`src/rtl/xmem_pkg.sv`:
```
`timescale 1ns/1ps
package xmem_pkg;
    localparam int BYTE_W = 8;

    typedef enum logic [1:0] {
        SQ_IDLE,
        SQ_SETUP,
        SQ_STROBE,
        SQ_HOLD
    } sq_state_e;

    typedef struct packed {
        sq_state_e          st;
        logic               is_wr;
        logic               is_fill;
        logic               ctl_oe;
        logic               dout_oe;
        logic               mreq_n;
        logic               rd_n;
        logic               wr_n;
        logic [BYTE_W-1:0]  dout;
        logic               rd_valid;
        logic [BYTE_W-1:0]  rd_data;
        logic               done;
    } sq_regs_t;
endpackage

```
`src/rtl/xmem_tmr.sv`:
```
`timescale 1ns/1ps
// Loadable down-counter; zero_o is high once the loaded count has run out.
module xmem_tmr #(
    parameter int W = 2
) (
    input  logic         clk,
    input  logic         rst_n,
    input  logic         load_i,
    input  logic [W-1:0] load_val_i,
    output logic         zero_o
);
    logic [W-1:0] cnt_d, cnt_q;

    always_comb begin
        cnt_d = cnt_q;
        if (load_i)
            cnt_d = load_val_i;
        else if (cnt_q != '0)
            cnt_d = cnt_q - 1'b1;
    end

    always_ff @(posedge clk or negedge rst_n) begin
        if (!rst_n) cnt_q <= '0;
        else        cnt_q <= cnt_d;
    end

    assign zero_o = (cnt_q == '0);
endmodule

```
`src/rtl/xmem_ctr.sv`:
```
`timescale 1ns/1ps
// Loadable counter that steps up or down by one; wraps at its width.
module xmem_ctr #(
    parameter int W         = 8,
    parameter bit STEP_DOWN = 1'b0
) (
    input  logic         clk,
    input  logic         rst_n,
    input  logic         load_i,
    input  logic [W-1:0] load_val_i,
    input  logic         step_i,
    output logic [W-1:0] val_o
);
    logic [W-1:0] val_d, val_q, stepped;

    generate
        if (STEP_DOWN) begin : g_down
            assign stepped = val_q - 1'b1;
        end else begin : g_up
            assign stepped = val_q + 1'b1;
        end
    endgenerate

    always_comb begin
        val_d = val_q;
        if (load_i)      val_d = load_val_i;
        else if (step_i) val_d = stepped;
    end

    always_ff @(posedge clk or negedge rst_n) begin
        if (!rst_n) val_q <= '0;
        else        val_q <= val_d;
    end

    assign val_o = val_q;
endmodule

```
`src/rtl/xmem_seq.sv`:
```
`timescale 1ns/1ps
module xmem_seq
    import xmem_pkg::*;
#(
    parameter int ADDR_W  = 19,
    parameter int LEN_W   = 16,
    parameter int SETUP_W = 1,
    parameter int WR_W    = 2,
    parameter int RD_W    = 3
) (
    input  logic              clk,
    input  logic              rst_n,
    input  logic              bus_owned,
    input  logic              cmd_valid,
    output logic              cmd_ready,
    input  logic [ADDR_W-1:0] cmd_addr,
    input  logic [LEN_W-1:0]  cmd_len,
    input  logic              cmd_write,
    input  logic              cmd_fill,
    input  logic [7:0]        cmd_fill_byte,
    input  logic              wr_valid,
    output logic              wr_ready,
    input  logic [7:0]        wr_data,
    output logic              rd_valid,
    output logic [7:0]        rd_data,
    output logic              done,
    output logic [ADDR_W-1:0] mem_addr,
    output logic              mem_ctl_oe,
    output logic              mem_mreq_n,
    output logic              mem_rd_n,
    output logic              mem_wr_n,
    output logic [7:0]        mem_dout,
    output logic              mem_dout_oe,
    input  logic [7:0]        mem_din
);
    localparam int MAX_W = (WR_W > RD_W) ? ((WR_W > SETUP_W) ? WR_W : SETUP_W)
                                         : ((RD_W > SETUP_W) ? RD_W : SETUP_W);
    localparam int TMR_W = $clog2(MAX_W + 1);
    localparam logic [TMR_W-1:0] SETUP_LD = TMR_W'(SETUP_W - 1);
    localparam logic [TMR_W-1:0] WR_LD    = TMR_W'(WR_W - 1);
    localparam logic [TMR_W-1:0] RD_LD    = TMR_W'(RD_W - 1);

    sq_regs_t q, d;

    logic              tmr_load, tmr_zero;
    logic [TMR_W-1:0]  tmr_val;
    logic              a_load, a_step;
    logic              n_load, n_step;
    logic [LEN_W-1:0]  n_left;
    logic              accept, stream_wr, go;

    xmem_tmr #(.W(TMR_W)) tmr_i (
        .clk(clk), .rst_n(rst_n), .load_i(tmr_load),
        .load_val_i(tmr_val), .zero_o(tmr_zero)
    );

    xmem_ctr #(.W(ADDR_W), .STEP_DOWN(1'b0)) addr_ctr_i (
        .clk(clk), .rst_n(rst_n), .load_i(a_load), .load_val_i(cmd_addr),
        .step_i(a_step), .val_o(mem_addr)
    );

    xmem_ctr #(.W(LEN_W), .STEP_DOWN(1'b1)) left_ctr_i (
        .clk(clk), .rst_n(rst_n), .load_i(n_load), .load_val_i(cmd_len),
        .step_i(n_step), .val_o(n_left)
    );

    assign cmd_ready = (q.st == SQ_IDLE) && q.ctl_oe && bus_owned;
    assign accept    = cmd_valid && cmd_ready;
    assign stream_wr = q.is_wr && !q.is_fill;
    assign wr_ready  = (q.st == SQ_SETUP) && stream_wr && tmr_zero;
    assign go        = tmr_zero && (!stream_wr || wr_valid);

    always_comb begin
        d          = q;
        d.ctl_oe   = bus_owned;
        d.rd_valid = 1'b0;
        d.done     = 1'b0;
        tmr_load   = 1'b0;
        tmr_val    = SETUP_LD;
        a_load     = 1'b0;
        a_step     = 1'b0;
        n_load     = 1'b0;
        n_step     = 1'b0;
        unique case (q.st)
            SQ_IDLE: begin
                if (accept) begin
                    if (cmd_len == '0) begin
                        d.done = 1'b1;
                    end else begin
                        d.st      = SQ_SETUP;
                        d.is_wr   = cmd_write;
                        d.is_fill = cmd_write && cmd_fill;
                        d.mreq_n  = 1'b0;
                        d.dout_oe = cmd_write;
                        if (cmd_write && cmd_fill) d.dout = cmd_fill_byte;
                        a_load   = 1'b1;
                        n_load   = 1'b1;
                        tmr_load = 1'b1;
                    end
                end
            end
            SQ_SETUP: begin
                if (go) begin
                    d.st     = SQ_STROBE;
                    tmr_load = 1'b1;
                    if (q.is_wr) begin
                        d.wr_n  = 1'b0;
                        tmr_val = WR_LD;
                        if (stream_wr) d.dout = wr_data;
                    end else begin
                        d.rd_n  = 1'b0;
                        tmr_val = RD_LD;
                    end
                end
            end
            SQ_STROBE: begin
                if (tmr_zero) begin
                    d.st   = SQ_HOLD;
                    d.wr_n = 1'b1;
                    d.rd_n = 1'b1;
                    n_step = 1'b1;
                    if (!q.is_wr) begin
                        d.rd_valid = 1'b1;
                        d.rd_data  = mem_din;
                    end
                end
            end
            SQ_HOLD: begin
                if (n_left == '0) begin
                    d.st      = SQ_IDLE;
                    d.mreq_n  = 1'b1;
                    d.dout_oe = 1'b0;
                    d.done    = 1'b1;
                end else begin
                    d.st     = SQ_SETUP;
                    a_step   = 1'b1;
                    tmr_load = 1'b1;
                end
            end
            default: d.st = SQ_IDLE;
        endcase
    end

    always_ff @(posedge clk or negedge rst_n) begin
        if (!rst_n) begin
            q <= '{st: SQ_IDLE, is_wr: 1'b0, is_fill: 1'b0, ctl_oe: 1'b0,
                   dout_oe: 1'b0, mreq_n: 1'b1, rd_n: 1'b1, wr_n: 1'b1,
                   dout: '0, rd_valid: 1'b0, rd_data: '0, done: 1'b0};
        end else begin
            q <= d;
        end
    end

    assign rd_valid    = q.rd_valid;
    assign rd_data     = q.rd_data;
    assign done        = q.done;
    assign mem_ctl_oe  = q.ctl_oe;
    assign mem_mreq_n  = q.mreq_n;
    assign mem_rd_n    = q.rd_n;
    assign mem_wr_n    = q.wr_n;
    assign mem_dout    = q.dout;
    assign mem_dout_oe = q.dout_oe;
endmodule

```
`config.mk`:
```
export PLATFORM = sky130hd
export DESIGN_NAME = xmem_seq
export DESIGN_NICKNAME = d
export VERILOG_FILES = /design/src/rtl/xmem_pkg.sv /design/src/rtl/xmem_tmr.sv /design/src/rtl/xmem_ctr.sv /design/src/rtl/xmem_seq.sv
export SDC_FILE = /design/constraint.sdc
export NUM_CORES = 1
export LEC_CHECK = 0
export CAP_MARGIN = 20
export CELL_PAD_IN_SITES_DETAIL_PLACEMENT = 0
export CELL_PAD_IN_SITES_GLOBAL_PLACEMENT = 2
export CORE_MARGIN = 10
export CORE_UTILIZATION = 31
export DETAILED_ROUTE_END_ITERATION = 7
export PLACE_DENSITY_LB_ADDON = 0.1
export SYNTH_ARGS = -nofsm -noshare
export SYNTH_HDL_FRONTEND = slang
export SYNTH_HIERARCHICAL = 1
export SYNTH_SLANG_ARGS = --single-unit
```
`constraint.sdc`:
```
create_clock -name clk -period 4.08 [get_ports clk]
set_input_delay 0.816 -clock clk [delete_from_list [all_inputs] [get_ports clk]]
set_output_delay 0.816 -clock clk [all_outputs]
set_load 0.005 [all_outputs]
```
== Word level (Yosys, flattened, before mapping) ==
Cells that the tools add are included.
Storage, ports and cells
  logic and storage cells: 105
  input port bits: 66
  register bits: 64
  output and inout bits: 44
Cells by class
  bitwise operators: 2
  eq/ne operators: 12
  $add $sub $neg: 3
  reductions and logical operators: 29
  multiplexer cells: 44
Operator list (count)
  19-bit 2-to-1 mux: 2
  9-bit 2-to-1 mux: 4
  16-bit logical NOT: 2
  16-bit 2-to-1 mux: 2
  8-bit 2-to-1 mux: 4
  2-bit 2-to-1 mux: 10
  19-bit by 1-bit adder with 19-bit output, second input constant: 1
  2-bit != test, second input constant: 8
  8-bit one-hot mux with 2 select lines: 1
  4-bit AND reduction: 4
  16-bit by 1-bit subtractor with 16-bit output, second input constant: 1
  2-bit nonzero test: 7
  1-bit 2-to-1 mux: 13
  10-bit 2-to-1 mux: 1
  1-bit logical AND: 8
  4-bit 2-to-1 mux: 2
  2-bit one-hot mux with 2 select lines: 2
  2-bit one-hot mux with 4 select lines: 1
  7-bit AND reduction: 1
  3-bit AND reduction: 2
  2-bit equality test, second input constant: 2
  2-bit logical NOT: 2
  1-bit one-hot mux with 3 select lines: 1
  2-bit by 1-bit equality test with 1-bit output, second input constant: 1
  6 further kinds: 8

== Longest topological paths before layout ==
Gate-level depths: netlist of run 1.
  depth in word-level cells: 8
  mapped depth: 10

== Cells and area by module ==
Netlist of run 1, hierarchy kept.
By module, submodules not included
  xmem_seq: seq. area each 679.4 µm², instances 1, area an instance 1614.0 µm², cells each 141
  xmem_ctr (addr_ctr_i): seq. area each 475.5 µm², instances 1, area an instance 1088.5 µm², cells each 117
  xmem_ctr (left_ctr_i): seq. area each 400.4 µm², instances 1, area an instance 893.4 µm², cells each 91
  xmem_tmr: seq. area each 50.0 µm², instances 1, area an instance 113.9 µm², cells each 12

== Least setup slack after synthesis of run 1 ==
Ideal clock, no wire load.
  path type: input -> register
  start point: in cmd_len[10]
  end point: reg addr_ctr_i.val_q[4], in the netlist addr_ctr_i/val_o[4]
  library setup time: 0.135 ns
  arrival time: 2.182 ns
  stages on the path: 8
  slack: 1.763 ns
  required time: 3.945 ns
  cells stage by stage: nor4_1 > nand4_2 > and2_1 > clkbuf_1 > buf_4 > clkbuf_1 > nand2_1 > o21ai_0
On the way
  cells in the longest elaborated chain, start to end: 5
RTL lines
  from (decl): RTL line xmem_seq.sv:17  | input logic [LEN_W-1:0] cmd_len,
  16-bit logical NOT (*): RTL line xmem_seq.sv:87  | if (cmd_len == '0) begin
  1-bit 2-to-1 mux (*): RTL line xmem_seq.sv:87
  1-bit 2-to-1 mux (*): RTL line xmem_seq.sv:86  | if (accept) begin
  1-bit 2-to-1 mux (*): RTL line xmem_seq.sv:84  | unique case (q.st)
  named net a_load: RTL line xmem_seq.sv:47  | logic a_load, a_step;
  19-bit 2-to-1 mux / 2-bit nonzero test (equally long branches)
  to (signal assigned): RTL line xmem_ctr.sv:32  | else val_q <= val_d;
  to (decl): RTL line xmem_ctr.sv:14  | logic [W-1:0] val_d, val_q, stepped;
The timed path passes the listed nets; every way through them passes the cells marked *.
A chain may end at the register's enable or synchronous reset.

== Worst setup path after layout of run 1 ==
  start point: in cmd_len[9]
  end point: reg addr_ctr_i.val_q[15], in the netlist addr_ctr_i/val_o[15]
On the way
  cells in the longest elaborated chain, start to end: 5
RTL lines (RTL line)
  16-bit logical NOT (*): xmem_seq.sv:87
  1-bit 2-to-1 mux (*): xmem_seq.sv:87
  1-bit 2-to-1 mux (*): xmem_seq.sv:86
  1-bit 2-to-1 mux (*): xmem_seq.sv:84
  19-bit 2-to-1 mux / 2-bit nonzero test (equally long branches)
Mark *: on every way between the ends. The rest lies on a longest branch, timed or not.

==> qor.txt, run 1 <==
H-tree depth: 3
Final Total Pwr: 0.00349 W
Final hold violation count: 0
Final net count: 531
Cell taking the most area after synthesis: dfrtp_1
Synth Instances: 361
Post-route non-filler standard cell count: 605
Die X: 129 um
Critical setup path kind: input port to register
CP peak stage delay: 540 ps
Cell variety after synth: 54
Tot GR Track Use: 12.4%
Die ar.: 0.0167 sq mm
Final core occ: 44.6%
Global placement routability congestion: 0.755
Latest clock arrival within the worst-skew pair: 340 ps
CP Launch Type: input port
# rows: 39
Tmin final: 2960 ps
Synth Warn #: 6
CTS Buf Count: 9
Kind of cell adding the most delay to the critical path: simple AND/OR/NAND/NOR gates
# diodes: 0
DP Area: 0.00481 sq mm
Cell Chain, Critical Path: clkdlybuf4s50_1 > nor4_1 > nand4_2 > and2_2 > buf_16 > inv_1 > nor2_1 > a31oi_1
#FFs+latches synth: 64
PD cells: 677 mW/mm^2
Top-count cell post-synth: dfrtp_1
Synthesized area: 0.00371 sq mm
Vias per std cell: 4.83
Status: finished, final reports clean
Final setup violation count: 0
Worst slew pin tran: 824 ps
Multi-input logic area: 0.00186 sq mm
Post-cts resize count: 0
Starting density of the core: 32.1%
Antenna-violating nets left: 0
Ys flop type: dfrtp_1
Setup TNS: 0 ps
Fin crit share: 72.5%
Vias in the first global route: 3089
Post-synth EDFFs: 0
TritonCTS clock tree: yes
DP Wirelength: 7750 um
I/O Buffers: 109
Max Clk Rate: 338 MHz
Leak: 2.02 nW
Routed WL: 10200 um
HP Class: register to register
I/O pin cnt: 110
Sequential-to-total area share from yosys stat: 43.3%
Slew HR: 44.5%
Core area: 0.0116 sq mm
Final Cell Area: 0.00516 sq mm
Synth cell count leaders: dfrtp_1 (61), nand2_1 (43), o21ai_0 (32)
CTS clk-pin slew, worst paths: 60 ps
Avg WL per Cell: 16.9 um
Layout cells sized above 1: 14.1%
DRC viols: 0
Critical Path RT: 4340 ps
Crit Path Max Fanout: 35
Synth top area cells: dfrtp_1 (41%), mux2_2 (6.1%), nand2_1 (4.4%), o21ai_0 (4.3%), xnor2_1 (4.0%)
Synth Net Count: 435
Pin count of the biggest net entering global routing: 69
Max cap viols: 0
Die height: 129 um
Grt total ovfl: 0
Clk root buf: clkbuf_16
WP data arrival: 3220 ps
Pre-antenna DRT Iters: 4
DR iter-0 viols: 179
Async S/R FF share, synth: 100%
DR vias: 2923
Slowest CP cell: nor4_1
Post-CTS setup repair buffer count: 0
Buf/Inv on CP: 3
Worst vdd ir: 331 uV
Post-synthesis to final-layout area growth: 39.1%
Max Slew Vio Count: 0
Initial antenna violation count: 0
# clock sinks: 64
Register area: 0.00161 sq mm
Avg Cell Area, Syn: 10.3 sq um
Cell total after placement: 588
Hold_buf cts: 0
Clock skew: 6.95 ps
Crit path capture type: register
CTS max path bufs: 2
First-pass GRT wire length: 16400 um
Yosys top cell area share: 41.1%
Filler Cell Count: 1115
RSZ-0062 raised after global routing: false
cells in the final DEF, fill, tap and decap left out, types with 4 or more instances in the layout:
cell type,n
a21oi_1,8
nand4_1,7
o21ai_0,32
mux2_4,8
nand3_1,8
and2_1,4
nor3_1,7
nor2_1,14
xnor2_1,17
inv_1,15
dfrtp_1,61
clkbuf_16,9
ha_1,8
xor2_1,13
nand2_1,43
and4_1,5
nor4_1,13
clkdlybuf4s50_1,108
mux2_2,20
worst paths after layout:
kind	cells after the start	start	end	slack [ps]
setup / recovery	8	cmd_len[9]	addr_ctr_i/val_o[15]	1120
hold / removal	2	mem_rd_n	mem_rd_n	500
setup reg to reg	7	q[26]	addr_ctr_i/val_o[17]	1320
hold reg to reg	2	mem_rd_n	mem_rd_n	500
max in group asynchronous	3	rst_n	addr_ctr_i/val_o[12]	2490
min in group asynchronous	1	rst_n	rd_data[1]	580
registers in the layout, summed over array words and instances, names as in the netlist:
| name | cells |
|---|---|
| mem_mreq_n | 1 |
| mem_dout | 8 |
| left_ctr_i/val_o | 16 |
| rd_data | 8 |
| mem_ctl_oe | 1 |
| mem_wr_n | 1 |
| mem_rd_n | 1 |
| done | 1 |
| rd_valid | 1 |
| addr_ctr_i/val_o | 19 |
| tmr_i/cnt_q | 2 |
| q | 4 |
| mem_dout_oe | 1 |
metal layers:
metal,GRT usage (%),vias to the layer above,share of wire [%]
met1,16.0,1362,47
met5,0,-,0
li1,-,1473,-
met4,5.82,0,1.7
met3,3.92,10,6.6
met2,18.3,78,44
per-stage QoR:
stage               setup slack, ps  hold slack, ps
global placement                656             487
global route                    816             516
floorplan                      1760             481
detailed placement              640             491
CTS                             984             508
finish                         1120             504
cell families after synthesis:
| logic type | after synthesis | share of synthesized area (%) |
|---|---|---|
| xor gates and xnor gates | 30 | 7.08 |
| DFF | 64 | 43.3 |
| adders and majority gates | 8 | 2.70 |
| AOI/OAI and AO/OA | 62 | 10.7 |
| buffers and inverters | 43 | 6.58 |
| and+or+nand+nor | 124 | 19.9 |
| muxes | 30 | 9.85 |
worst min-delay path: stages, from the launching register on:
cell and delay [ps]:
dfstp_2 370, o21ai_0 60, a21oi_1 60
report_power, final:
group / switching (W) / leakage, nW / internal [W]
clock: 0.000290 / 0.158 / 0.000548
combinational: 0.000575 / 1.10 / 0.000816
sequential: 0.000334 / 0.763 / 0.000931
final cells by class:
cell class                 instances  share of cell area [%]
multi-input combinational        254                    36.1
sequential                        64                    31.1
timing repair buffer             113                    22.0
clock buffer                      10                    4.63
tap                              143                    3.47
clock inverter                     6                    1.60
inverter                          15                    1.09
No activity file was read; power rests on OpenSTA's default activity.
==> run 2: changes to the inputs <==
--- a/config.mk
+++ b/config.mk
@@ -9,7 +9,7 @@
 export CELL_PAD_IN_SITES_DETAIL_PLACEMENT = 0
 export CELL_PAD_IN_SITES_GLOBAL_PLACEMENT = 2
 export CORE_MARGIN = 10
-export CORE_UTILIZATION = 31
+export CORE_UTILIZATION = 29
 export DETAILED_ROUTE_END_ITERATION = 7
 export PLACE_DENSITY_LB_ADDON = 0.1
 export SYNTH_ARGS = -nofsm -noshare
==> constraint.sdc (replaced) <==
create_clock -name clk -period 2.9 [get_ports clk]
set_input_delay 0.58 -clock clk [delete_from_list [all_inputs] [get_ports clk]]
set_output_delay 0.58 -clock clk [all_outputs]
set_load 0.005 [all_outputs]
==> qor.txt, run 2 (same netlist as run 1, synthesis figures left out) <==
Status: finished, final reports clean
Latest clock arrival within the worst-skew pair: 330 ps (about the same)
Commonest non-fill, non-tap cell in the layout: clkdlybuf4s50_1
HP Class: input port to asynchronous set/reset pin
CP Launch Type: register
Critical Path RT: 2320 ps (-2020 ps)
Fin crit share: 86.4%
# diodes: 0 (unchanged)
DR iter-0 viols: 107 (-40%)
Clock skew: 7.55 ps (+0.600 ps)
DRC viols: 0 (unchanged)
Pre-antenna DRT Iters: 4 (unchanged)
RSZ-0062 raised after global routing: false
Tmin final: 2510 ps
CTS clk-pin slew, worst paths: 50 ps (about the same)
Final net count: 545 (+2.6%)
Final WS setup: 393 ps (-729 ps)
Worst slack, placed: 320 ps (-319 ps)
Commonest non-fill, non-tap cells in the layout: clkdlybuf4s50_1 (108), dfrtp_1 (61), nand2_1 (43)
Final core occ: 41.8% (-2.8 points)
Final setup violation count: 0 (unchanged)
Global placement routability congestion: 0.759 (+0.53%)
TritonCTS clock tree: yes
H-tree depth: 3 (unchanged)
Combinational cell fraction of total power: 41.6% (+1.8 points)
Flop pwr share: 37.0% (+0.8 points)
# rows: 41 (+5.1%)
Sw power: 0.00168 W (+40%)
Post-synthesis to final-layout area growth: 41.7%
I/O pin cnt: 110 (unchanged)
Post-CTS setup repair buffer count: 0 (unchanged)
Max Slew Vio Count: 0 (unchanged)
Die height: 133 um (+2.9%)
Crit Path Max Fanout: 8 (-77%)
Critical setup path kind: register to output port
CTS max path bufs: 2 (unchanged)
Slew HR: 35.7% (-8.9 points)
I/O Buffers: 109 (unchanged)
Clock power frac: 21.4% (-2.6 points)
Filler Cell Count: 1280 (+15%)
Core area: 0.0126 sq mm (+8.7%)
Leak: 2.08 nW (+2.9%)
# clock sinks: 64 (unchanged)
Final hold violation count: 0 (unchanged)
Worst slew pin tran: 956 ps (+132 ps)
Initial antenna violation count: 0 (unchanged)
Final Total Pwr: 0.00482 W (+38%)
Die X: 133 um (+2.9%)
Starting density of the core: 29.5% (-2.6 points)
Switching Share: 34.9% (+0.53 points)
Max cap viols: 0 (unchanged)
DP Wirelength: 7790 um (+0.53%)
Max Clk Rate: 399 MHz
Vias per std cell: 4.62 (-4.5%)
WP data arrival: 1930 ps (-1290 ps)
DR vias: 2991 (+2.3%)
Crit path capture type: output port
Post-cts resize count: 0 (unchanged)
Clk root buf: clkbuf_16
Layout cells sized above 1: 16.4% (+2.3 points)
Avg WL per Cell: 15.9 um (-5.8%)
CTS Buf Count: 9 (unchanged)
Setup TNS: 0 ps (unchanged)
Fin Hold WS: 433 ps (-70.7 ps)
Largest register FFs: 19 (unchanged)
Grt total ovfl: 0 (unchanged)
Routed WL: 10300 um (+0.91%)
Antenna-violating nets left: 0 (unchanged)
PD cells: 917 mW/mm^2 (+35%)
Pin count of the biggest net entering global routing: 65 (-5.8%)
Vias in the first global route: 3289 (+6.5%)
Hold_buf cts: 0 (unchanged)
Die ar.: 0.0177 sq mm (+5.8%)
First-pass GRT wire length: 17100 um (+4.2%)
Tot GR Track Use: 11.9% (-0.45 points)
Worst vdd ir: 351 uV (+6.1%)
Internal power: 0.00314 W (+37%)
==> run 2: cell count changes in the layout (fill, tap and decap cells not counted), sizes merged <==
cell      change
bufinv        -2
clkinvlp      -1
buf          +14
clkbuf        +3
==> run 2: power groups by stage <==
| stage | registers (W) | logic (W) | clock network, W |
|---|---|---|---|
| after CTS | 0.00179 | 0.00205 | 0.00107 |
| after floorplan | 0.00167 | 0.00127 | 0 |
| after detailed placement | 0.00180 | 0.00204 | 0 |
| after global placement | 0.00179 | 0.00203 | 0 |
| final | 0.00178 | 0.00201 | 0.00103 |
| after global routing | 0.00187 | 0.00225 | 0.00110 |
==> run 2: worst max-delay path, stage by stage (launching register included) <==
cell	delay (ps)
dfrtp_1	380
inv_1	60
ha_1	160
buf_4	170
nand2_1	160
nor2_1	150
clkdlybuf4s50_1	520
==> run 2: through the flow <==
stage          cells  instance area [sq um]
6_report         648                   5260
5_1_grt          648                   5260
3_5_place_dp     632                   4970
2_1_floorplan    361                   3710
3_3_place_gp     632                   4970
4_1_cts          648                   5260
==> run 2: area by class of cell <==
| cell class | count | area (sq um) | share of cell area, % |
|---|---|---|---|
| timing repair buffer | 127 | 1230 | 23.5 |
| inverter | 15 | 56.3 | 1.07 |
| clock inverter | 3 | 15.0 | 0.286 |
| sequential | 64 | 1610 | 30.5 |
| multi-input combinational | 254 | 1860 | 35.4 |
| tap | 172 | 215 | 4.09 |
| clock buffer | 13 | 270 | 5.14 |
==> run 2: per-layer routing <==
| metal | vias up | global-route usage (%) | wire length (um) |
|---|---|---|---|
| met4 | 0 | 3.81 | 123 |
| met5 | - | 0 | 0 |
| met1 | 1416 | 14.9 | 4860 |
| met2 | 66 | 19.1 | 4860 |
| met3 | 10 | 3.72 | 477 |
| li1 | 1499 | - | - |
==> run 2: worst paths after layout <==
check	from	end	slack (ps)	cells after the start
worst max-delay path	tmr_i/cnt_q[0]	wr_ready	390	6
worst min-delay path	rst_n	rd_data[1]	430	2
worst max register to register	q[26]	addr_ctr_i/val_o[17]	430	7
worst min register to register	rd_data[4]	rd_data[4]	500	1
max in group asynchronous	rst_n	mem_ctl_oe	1890	2
min in group clk	rd_data[4]	rd_data[4]	500	1
==> run 3: changes to the inputs <==
--- a/config.mk
+++ b/config.mk
@@ -12,6 +12,7 @@
 export CORE_UTILIZATION = 29
 export DETAILED_ROUTE_END_ITERATION = 7
 export PLACE_DENSITY_LB_ADDON = 0.1
+export REMOVE_ABC_BUFFERS = 1
 export SYNTH_ARGS = -nofsm -noshare
 export SYNTH_HDL_FRONTEND = slang
 export SYNTH_HIERARCHICAL = 1
==> qor.txt, run 3 (same netlist as run 1, synthesis figures left out) <==
WP data arrival: 1910 ps (-20 ps)
Combinational cell fraction of total power: 40.2% (-1.4 points)
# clock sinks: 64 (unchanged)
Setup TNS: 0 ps (unchanged)
# rows: 41 (unchanged)
DP Wirelength: 8200 um (+5.4%)
Antenna-violating nets left: 0 (unchanged)
CTS max path bufs: 2 (unchanged)
Post-synthesis to final-layout area growth: 43.7%
Flop pwr share: 35.3% (-1.7 points)
Max Clk Rate: 402 MHz (+0.79%)
# diodes: 0 (unchanged)
Leak: 2.10 nW (+1.1%)
R2r setup slk: 430 ps (about the same)
R2R Path End: addr_ctr_i/val_o[17]
Initial antenna violation count: 0 (unchanged)
HP Class: input port to asynchronous set/reset pin
Global placement routability congestion: 0.762 (+0.30%)
Internal power: 0.00333 W (+6.0%)
Vias per std cell: 4.70 (+1.9%)
Post-cts resize count: 0 (unchanged)
I/O Buffers: 109 (unchanged)
Die ar.: 0.0177 sq mm (unchanged)
Commonest non-fill, non-tap cells in the layout: clkdlybuf4s50_1 (108), dfrtp_1 (61), nand2_1 (43)
Switching Share: 33.9% (-0.91 points)
I/O pin cnt: 110 (unchanged)
Routed WL: 10800 um (+4.7%)
Final net count: 543 (-0.37%)
First-pass GRT wire length: 17700 um (+3.8%)
Status: finished, final reports clean
Worst slew pin tran: 934 ps (-22.4 ps)
Hold_buf cts: 0 (unchanged)
Fin Hold WS: 232 ps (-201 ps)
Avg WL per Cell: 16.7 um (+5.0%)
Pin count of the biggest net entering global routing: 45 (-31%)
Die height: 133 um (unchanged)
Max cap viols: 0 (unchanged)
Clk root buf: clkbuf_16
CTS clk-pin slew, worst paths: 50 ps (about the same)
CTS Buf Count: 9 (unchanged)
Sw power: 0.00171 W (+1.8%)
Filler Cell Count: 1255 (-2.0%)
R2R depth: 8 (+1)
Layout cells sized above 1: 16.2% (-0.14 points)
Critical Path RT: 2320 ps (about the same)
CP Launch Type: register
Worst vdd ir: 345 uV (-1.6%)
Critical setup path kind: register to output port
TritonCTS clock tree: yes
Final setup violation count: 0 (unchanged)
Die X: 133 um (unchanged)
Tmin final: 2490 ps (-19.5 ps)
Grt total ovfl: 0 (unchanged)
H-tree depth: 3 (unchanged)
Clock power frac: 24.5% (+3.1 points)
Post-CTS setup repair buffer count: 0 (unchanged)
Vias in the first global route: 3196 (-2.8%)
Tot GR Track Use: 12.4% (+0.48 points)
Largest register FFs: 19 (unchanged)
Latest clock arrival within the worst-skew pair: 330 ps (about the same)
Core area: 0.0126 sq mm (unchanged)
Crit path capture type: output port
RR Startpoint: q[26]
Fin crit share: 85.8% (-0.67 points)
Slew HR: 37.2% (+1.5 points)
Commonest non-fill, non-tap cell in the layout: clkdlybuf4s50_1
Starting density of the core: 29.5% (unchanged)
Pre-antenna DRT Iters: 4 (unchanged)
PD cells: 946 mW/mm^2 (+3.1%)
DRC viols: 0 (unchanged)
Clock skew: 5.92 ps (-1.63 ps)
Max Slew Vio Count: 0 (unchanged)
RSZ-0062 raised after global routing: false
DR vias: 3038 (+1.6%)
Final hold violation count: 0 (unchanged)
DR iter-0 viols: 108 (+0.93%)
Crit Path Max Fanout: 7 (-1)
==> run 3: changes by cell type in the layout (fill, tap and decap cells not counted), sizes merged <==
cell	before	now
clkbuf	13	9
bufinv	0	3
buf	19	17
clkinv	3	4
==> run 3: cell type report <==
| cell class | instances | area (sq um) | share of cell area (%) |
|---|---|---|---|
| multi-input cells | 254 | 1860 | 34.9 |
| inverters | 15 | 56.3 | 1.06 |
| flip-flops and latches | 64 | 1610 | 30.1 |
| repair buffers | 125 | 1260 | 23.6 |
| clock inverters | 7 | 110 | 2.07 |
| clock buffers | 9 | 225 | 4.23 |
| well taps | 172 | 215 | 4.04 |
==> run 3: how the worst max path moves through the flow <==
stage                      endpoint           start  depth (start not counted)
4_1_cts                   cmd_ready           q[25]                          4
3_5_place_dp         tmr_i/cnt_q[1]      cmd_len[2]                          7
3_3_place_gp         tmr_i/cnt_q[1]     cmd_len[10]                          7
2_1_floorplan  addr_ctr_i/val_o[15]           q[25]                          8
5_1_grt                    wr_ready  tmr_i/cnt_q[0]                          6
6_report                  cmd_ready           q[25]                          4
==> run 3: worst max-delay path: stages (launching register included) <==
cell             delay [ps]
dfrtp_1                 400
inv_1                   130
ha_1                    330
and3_1                  210
clkdlybuf4s50_1         510
==> run 3: through the flow <==
| step | cells | worst slack (ps) | utilization, % | area (sq um) | total power [W] |
|---|---|---|---|---|---|
| floorplan | 333 | 79.7 | - | 3520 | 0.00279 |
| detailed placement | 630 | 241 | 39.7 | 4990 | 0.00384 |
| global route | 646 | 227 | 42.4 | 5330 | 0.00542 |
| global placement | 630 | 291 | 39.7 | 4990 | 0.00383 |
| finish | 646 | 413 | 42.4 | 5330 | 0.00504 |
| CTS | 646 | 373 | 42.4 | 5330 | 0.00512 |
==> run 3: power by group through the flow <==
stage | Sequential [W] | Clock [W] | Combinational, W
after CTS | 0.00179 | 0.00127 | 0.00206
after global placement | 0.00179 | 0 | 0.00205
after floorplan | 0.00170 | 0 | 0.00109
after global routing | 0.00186 | 0.00131 | 0.00225
final | 0.00178 | 0.00124 | 0.00203
after detailed placement | 0.00180 | 0 | 0.00205
==> run 3: layer usage <==
layer / up-vias / wire length [um] / global-route usage [%]
li1: 1485 / - / -
met1: 1447 / 5150 / 16.2
met2: 96 / 4620 / 18.0
met3: 10 / 880 / 4.85
met4: 0 / 150 / 4.72
met5: - / 0 / 0
